**config.mk**
```make
export PLATFORM = sky130hd
export DESIGN_NAME = atom_gate
export DESIGN_NICKNAME = d
export VERILOG_FILES = /design/src/rtl/atom_gate_pkg.sv /design/src/rtl/atom_attr_map.sv /design/src/rtl/atom_prio.sv /design/src/rtl/atom_gate.sv
export SDC_FILE = /design/constraint.sdc
export NUM_CORES = 1
export LEC_CHECK = 0
export BUFFER_PORTS_ARGS = -buffer_cell sky130_fd_sc_hd__buf_2
export CORE_AREA = 10 10 60 87
export DETAILED_ROUTE_END_ITERATION = 7
export DIE_AREA = 0 0 70 97
export PLACE_DENSITY = 0.8
export SLEW_MARGIN = 0
export SYNTH_ARGS = -nofsm -noshare
export SYNTH_HDL_FRONTEND = slang
export SYNTH_SLANG_ARGS = --single-unit
```
**constraint.sdc**
```tcl
create_clock -name clk_i -period 1.11 [get_ports clk_i]
set_clock_uncertainty 0.05 [all_clocks]
set_input_delay 0.222 -clock clk_i [delete_from_list [all_inputs] [get_ports clk_i]]
set_output_delay 0.222 -clock clk_i [all_outputs]
set_load 0.1 [all_outputs]
```
**src/rtl/atom_gate_pkg.sv**
```systemverilog
package atom_gate_pkg;

    localparam int ATTR_W = 3;

    localparam logic [ATTR_W-1:0] ATTR_BYPASS = 3'd0;
    localparam logic [ATTR_W-1:0] ATTR_WTHRU  = 3'd1;
    localparam logic [ATTR_W-1:0] ATTR_WBACK  = 3'd2;
    localparam logic [ATTR_W-1:0] ATTR_ISOL   = 3'd3;

    // Which kind of cache-policy verdict applies to an access.
    typedef enum logic [1:0] {
        POL_NONE  = 2'd0,
        POL_FIELD = 2'd1,
        POL_ISOL  = 2'd2
    } pol_class_e;

    typedef enum logic {
        S_IDLE = 1'b0,
        S_RESP = 1'b1
    } gate_state_e;

endpackage

```
**src/rtl/atom_attr_map.sv**
```systemverilog
module atom_attr_map
    import atom_gate_pkg::*;
#(
    parameter int FIELD_W    = 2,
    parameter int NUM_FIELDS = 3
) (
    input  logic [ATTR_W-1:0]             attr_i,
    input  logic                          dc_present_i,
    input  logic [FIELD_W*NUM_FIELDS-1:0] policy_i,
    output pol_class_e                    class_o,
    output logic                          field_zero_o
);

    logic [NUM_FIELDS-1:0] zero_vec;
    logic [ATTR_W-1:0]     eff_attr;

    // One zero detector per policy field.
    for (genvar g = 0; g < NUM_FIELDS; g++) begin : g_field
        assign zero_vec[g] = (policy_i[g*FIELD_W +: FIELD_W] == '0);
    end

    always_comb begin
        // Without a data cache every page is judged as bypass.
        eff_attr     = dc_present_i ? attr_i : ATTR_BYPASS;
        class_o      = POL_NONE;
        field_zero_o = 1'b0;
        for (int k = 0; k < NUM_FIELDS; k++) begin
            if (eff_attr == ATTR_W'(k)) begin
                class_o      = POL_FIELD;
                field_zero_o = zero_vec[k];
            end
        end
        if (eff_attr == ATTR_ISOL) begin
            class_o = POL_ISOL;
        end
    end

endmodule

```
**src/rtl/atom_prio.sv**
```systemverilog
module atom_prio
    import atom_gate_pkg::*;
#(
    parameter int                 CAUSE_W          = 6,
    parameter logic [CAUSE_W-1:0] CAUSE_STORE_DENY = 6'd29,
    parameter logic [CAUSE_W-1:0] CAUSE_LDST_ERR   = 6'd3,
    parameter logic [CAUSE_W-1:0] CAUSE_EXCL_ERR   = 6'd23
) (
    input  logic [CAUSE_W-1:0] fault_i,
    input  logic               is_excl_i,
    input  logic               page_rd_i,
    input  logic               page_wr_i,
    input  pol_class_e         class_i,
    input  logic               field_zero_i,
    output logic               exc_o,
    output logic [CAUSE_W-1:0] cause_o
);

    logic perm_deny;

    // A conditional store needs both rights; only the store cause is used.
    assign perm_deny = !is_excl_i && !(page_rd_i && page_wr_i);

    always_comb begin
        exc_o   = 1'b0;
        cause_o = '0;
        if (fault_i != '0) begin
            exc_o   = 1'b1;
            cause_o = fault_i;
        end else if (perm_deny) begin
            exc_o   = 1'b1;
            cause_o = CAUSE_STORE_DENY;
        end else begin
            unique case (class_i)
                POL_ISOL: begin
                    exc_o   = 1'b1;
                    cause_o = CAUSE_LDST_ERR;
                end
                POL_FIELD: begin
                    if (field_zero_i) begin
                        exc_o   = 1'b1;
                        cause_o = is_excl_i ? CAUSE_EXCL_ERR : CAUSE_LDST_ERR;
                    end
                end
                default: begin
                    exc_o   = 1'b0;
                    cause_o = '0;
                end
            endcase
        end
    end

endmodule

```
**src/rtl/atom_gate.sv**
```systemverilog
module atom_gate
    import atom_gate_pkg::*;
#(
    parameter int                 ADDR_W           = 32,
    parameter int                 CAUSE_W          = 6,
    parameter int                 FIELD_W          = 2,
    parameter int                 NUM_FIELDS       = 3,
    parameter logic [CAUSE_W-1:0] CAUSE_STORE_DENY = 6'd29,
    parameter logic [CAUSE_W-1:0] CAUSE_LDST_ERR   = 6'd3,
    parameter logic [CAUSE_W-1:0] CAUSE_EXCL_ERR   = 6'd23
) (
    input  logic                          clk_i,
    input  logic                          rst_ni,
    input  logic                          req_valid_i,
    input  logic                          req_excl_i,
    input  logic                          req_write_i,
    input  logic [CAUSE_W-1:0]            xlat_fault_i,
    input  logic                          page_rd_i,
    input  logic                          page_wr_i,
    input  logic [ATTR_W-1:0]             cache_attr_i,
    input  logic                          dcache_present_i,
    input  logic [FIELD_W*NUM_FIELDS-1:0] policy_i,
    input  logic [ADDR_W-1:0]             vaddr_i,
    output logic                          rsp_valid_o,
    output logic                          rsp_exc_o,
    output logic [CAUSE_W-1:0]            rsp_cause_o,
    output logic [ADDR_W-1:0]             rsp_addr_o
);

    pol_class_e         pol_class;
    logic               field_zero;
    logic               exc_d;
    logic [CAUSE_W-1:0] cause_d;
    logic               unused_write;

    gate_state_e        state_q, state_d;
    logic               exc_q;
    logic [CAUSE_W-1:0] cause_q;
    logic [ADDR_W-1:0]  addr_q;

    // The write flag only steers translation, which lies upstream.
    assign unused_write = req_write_i;

    atom_attr_map #(
        .FIELD_W    (FIELD_W),
        .NUM_FIELDS (NUM_FIELDS)
    ) u_map (
        .attr_i       (cache_attr_i),
        .dc_present_i (dcache_present_i),
        .policy_i     (policy_i),
        .class_o      (pol_class),
        .field_zero_o (field_zero)
    );

    atom_prio #(
        .CAUSE_W          (CAUSE_W),
        .CAUSE_STORE_DENY (CAUSE_STORE_DENY),
        .CAUSE_LDST_ERR   (CAUSE_LDST_ERR),
        .CAUSE_EXCL_ERR   (CAUSE_EXCL_ERR)
    ) u_prio (
        .fault_i      (xlat_fault_i),
        .is_excl_i    (req_excl_i),
        .page_rd_i    (page_rd_i),
        .page_wr_i    (page_wr_i),
        .class_i      (pol_class),
        .field_zero_i (field_zero),
        .exc_o        (exc_d),
        .cause_o      (cause_d)
    );

    // Next-state logic: T_ACCEPT, T_CHAIN, T_DRAIN, T_WAIT.
    always_comb begin
        state_d = state_q;
        unique case (state_q)
            S_IDLE:  state_d = req_valid_i ? S_RESP : S_IDLE;
            S_RESP:  state_d = req_valid_i ? S_RESP : S_IDLE;
            default: state_d = S_IDLE;
        endcase
    end

    // State register.
    always_ff @(posedge clk_i or negedge rst_ni) begin
        if (!rst_ni) begin
            state_q <= S_IDLE;
        end else begin
            state_q <= state_d;
        end
    end

    // Output register: captures the verdict on each accepted request.
    always_ff @(posedge clk_i or negedge rst_ni) begin
        if (!rst_ni) begin
            exc_q   <= 1'b0;
            cause_q <= '0;
            addr_q  <= '0;
        end else if (req_valid_i) begin
            exc_q   <= exc_d;
            cause_q <= cause_d;
            addr_q  <= vaddr_i;
        end else begin
            exc_q   <= 1'b0;
        end
    end

    assign rsp_valid_o = (state_q == S_RESP);
    assign rsp_exc_o   = exc_q;
    assign rsp_cause_o = cause_q;
    assign rsp_addr_o  = addr_q;

    // ---------------- assertions ----------------
    assert_rsp_follows_req_R1: assert property (@(posedge clk_i) disable iff (!rst_ni)
        req_valid_i |=> rsp_valid_o);

    assert_rsp_quiet_R1: assert property (@(posedge clk_i) disable iff (!rst_ni)
        !req_valid_i |=> !rsp_valid_o);

    assert_exc_needs_valid_R1: assert property (@(posedge clk_i) disable iff (!rst_ni)
        !rsp_valid_o |-> !rsp_exc_o);

    assert_addr_capture_R2: assert property (@(posedge clk_i) disable iff (!rst_ni)
        req_valid_i |=> (rsp_addr_o == $past(vaddr_i)));

    assert_xlat_first_R3: assert property (@(posedge clk_i) disable iff (!rst_ni)
        (req_valid_i && xlat_fault_i != '0) |=> (rsp_exc_o && rsp_cause_o == $past(xlat_fault_i)));

    assert_store_deny_R4: assert property (@(posedge clk_i) disable iff (!rst_ni)
        (req_valid_i && xlat_fault_i == '0 && !req_excl_i && !(page_rd_i && page_wr_i))
        |=> (rsp_exc_o && rsp_cause_o == CAUSE_STORE_DENY));

    assert_isolate_trap_R7: assert property (@(posedge clk_i) disable iff (!rst_ni)
        (req_valid_i && xlat_fault_i == '0 && dcache_present_i && cache_attr_i == ATTR_ISOL
         && (req_excl_i || (page_rd_i && page_wr_i)))
        |=> (rsp_exc_o && rsp_cause_o == CAUSE_LDST_ERR));

    assert_other_pass_R9: assert property (@(posedge clk_i) disable iff (!rst_ni)
        (req_valid_i && xlat_fault_i == '0 && dcache_present_i && cache_attr_i[2]
         && (req_excl_i || (page_rd_i && page_wr_i)))
        |=> !rsp_exc_o);

    assert_clean_zero_cause_R10: assert property (@(posedge clk_i) disable iff (!rst_ni)
        (rsp_valid_o && !rsp_exc_o) |-> (rsp_cause_o == '0));

endmodule

```
==> qor.csv <==
metric;value;unit
largest family of logic cells by synthesized area;multiplexers;
crit end category;register;
syn_nets;166;
endpoints failing setup;46;
Worst Setup Slack, final;-0.441;ns
M2 GR Usage;0.300;
Max Cap Viol;0;
placed cell area;2880;um^2
pwr dens;1580;nW/um^2
Syn Inst Count;111;
measured slew at the worst slew-check pin;0.346;ns
critical path buffer and inverter count;1;
Seq/Total Area, Yosys;0.623;
FP Rows;27;
drt drc;0;
CTS tree;done;
Rel. slew slack;0.767;
largest net degree at the start of global routing;41;
crit path cell chain;buf_6 -> or4_4 -> or4b_4 -> and3b_1 -> o22ai_2;
P_sw;0.00194;W
Antenna Cells;0;
clock share of power;0.182;
Die H;97;um
most frequent cell after synthesis;dfrtp_1;
Top Usage Layer GRT;met2;
Simple-Gate Fraction of Synth Area;0.0506;
Reg2Reg Depth;2;
Async S/R FF share, synth;1.00;
cell with the largest stage delay on the worst path;or4b_4;
CP arrival;1.71;ns
initial antenna violation count;0;
CTS H-tree lvls;2;
Area Overhead vs Synth;89.4;%
grt ovf;0;
Die W;70;um
Fin Hold WS;0.115;ns
Tcrit/Tclk final;1.40;
Slew Limit Fails;0;
Port Buf Inserts;93;
number of synthesized flops with an enable pin;0;
Synth Area in Compound Gates;0.0685;
post-synthesis xor/xnor area fraction;0;
Worst Hold Launch;vaddr_i[31];
Root Buffer;clkbuf_8;
top cells by area, synth;dfrtp_1 62%, mux2_2 23%, clkbuf_1 1.2%;
Overall Power;0.00482;W
Post-Route WL;5430;um
FF-to-FF Start;rsp_addr_o[27];
remaining antenna violation count;0;
grt met3 use;0.0398;
clk_lat worst skew;0.28;ns
All-Layer GR Usage;0.151;
Comb power frac;0.448;
placed cells;253;
CP Launch Point;xlat_fault_i[3];
Largest stage delay, worst path;0.56;ns
post-synthesis mux area share;0.237;
synth warn;0;
worst path required time;1.27;ns
CP Launch Type;input port;
vias;1410;
drt initial violations;89;
Worst VDD drop;1.25;mV
Hold Fails Final Rpt;0;
status;complete, but fails checks;
design area;3050;um^2
CTS Buf Count;5;
hold depth;2;
Period minus WS final;1.55;ns
Int Power;0.00287;W
mapped cell area;1610;um^2
Top delay family on crit path;simple AND/OR/NAND/NOR gates;
Initial Util;0.441;
setup_tns;-3.72;ns
Synth Area per Inst;14.5;um^2
# clock sinks;40;
synthesis-stage register bit count;40;
Critical Path Fanout Max;4;
DP HPWL;4260;um
Non-Filler Instances;268;
DR WL/cell;20.3;um
share of the synthesized area in the top cell type;0.623;
distinct cell type count after synthesis;23;
HP Class;in -> reg;
worst-case hold path end point;rsp_addr_o[31];
fraction of layout cells with a size suffix above 1;0.871;
failing checks;setup timing;
Adder-Cell Fraction of Synth Area;0;
Yosys top cell by area;dfrtp_1;
core outline area;3650;um^2
I/O pins;95;
Die ar.;6790;um^2
WS Path Type;in -> reg;
Clock Tree Buf Depth;2;
vias in the first global route;1603;
DR pass1 iterations;4;
worst flop-to-flop path endpoint;rsp_addr_o[27];
register clock-pin slew on the reported worst setup and hold paths;0.07;ns
first-pass GRT wire length;8160;um
RePlAce Congestion;0.845;
Leak;1.37;nW
DR vias/cell;5.26;
Nets;280;
RSZ-0062 raised after global routing;true;
r2r setup slk;0.12;ns
Flop pwr share;0.370;
Synth Flop Type;dfrtp_1;
f_max;645;MHz
grt met1 use;0.129;
Net Sw Frac;0.403;
Commonest cells post-synth;40 x dfrtp_1, 33 x mux2_2, 5 x clkbuf_1;
-- kinds of logic (layout without fill, tap and decap cells) --
group                  count (synthesis)  after routing
flip-flops                            40             40
multiplexers                          34             34
AO/OA/AOI/OAI                         15             15
AND/OR/NAND/NOR                       13             13
buffers and inverters                  9            123
-- metrics by stage --
step,setup WS (ns),util
final,-0.441,0.835
after CTS,-0.429,0.826
after global placement,-0.675,0.789
after global routing,-0.480,0.835
after floorplan,-0.536,-
after detailed placement,-0.744,0.789
-- cell type report --
cell class	instances	area, um^2
clock buffers	6	72.6
clock inverters	1	5.00
fillers	196	603
inverters	4	15.0
multi-input cells	62	594
flip-flops and latches	40	1050
well taps	43	53.8
repair buffers	112	1250
-- how the worst max path moves through the flow --
stage                           to  slack (ns)  cells after the start
floorplan           rsp_cause_o[0]       -0.54                      4
global placement    rsp_cause_o[0]       -0.67                      5
detailed placement  rsp_cause_o[1]       -0.74                      5
CTS                 rsp_cause_o[0]       -0.43                      5
global route        rsp_cause_o[2]       -0.48                      5
finish              rsp_cause_o[0]       -0.44                      5
-- layout by cell type (no fill, tap or decap), drive strengths merged --
cell type,instances
o41ai,1
inv,4
nand4,1
and3b,1
nor4b,1
a31oi,2
buf,111
clkbuf,6
o31ai,1
o22ai,1
o21ai,3
or4,1
dfrtp,40
o21a,1
mux2i,1
a21oi,2
nor2,4
a32oi,1
mux2,33
clkinv,1
o311a,1
nand2,3
a41oi,2
dlygate4sd3,1
or2,1
or4b,1
-- power by group through the flow --
stage,Combinational (W),Clock (W),Sequential [W]
after floorplan,0.000202,0,0.00278
after global placement,0.00209,0,0.00180
after detailed placement,0.00212,0,0.00181
after CTS,0.00216,0.000911,0.00178
after global routing,0.00221,0.000950,0.00180
final,0.00216,0.000876,0.00178
-- metal layers --
| layer | up-vias | part of all wire |
|---|---|---|
| met4 | 0 | 0.029 |
| li1 | 632 | - |
| met1 | 711 | 0.31 |
| met5 | - | 0 |
| met3 | 11 | 0.054 |
| met2 | 56 | 0.61 |
-- repair_timing --
item	in CTS	in global routing
hold endpoints to repair	40	0
hold buffers	1	0
setup buffers	5	2
gates resized for setup	2	2
pin swaps	3	1
setup endpoints to repair	46	46
-- sequential cells by signal, indices dropped and copies added (netlist names) --
signal       cells
rsp_addr_o      32
rsp_exc_o        1
rsp_cause_o      6
rsp_valid_o      1
Power figures use the tool's default switching activity.
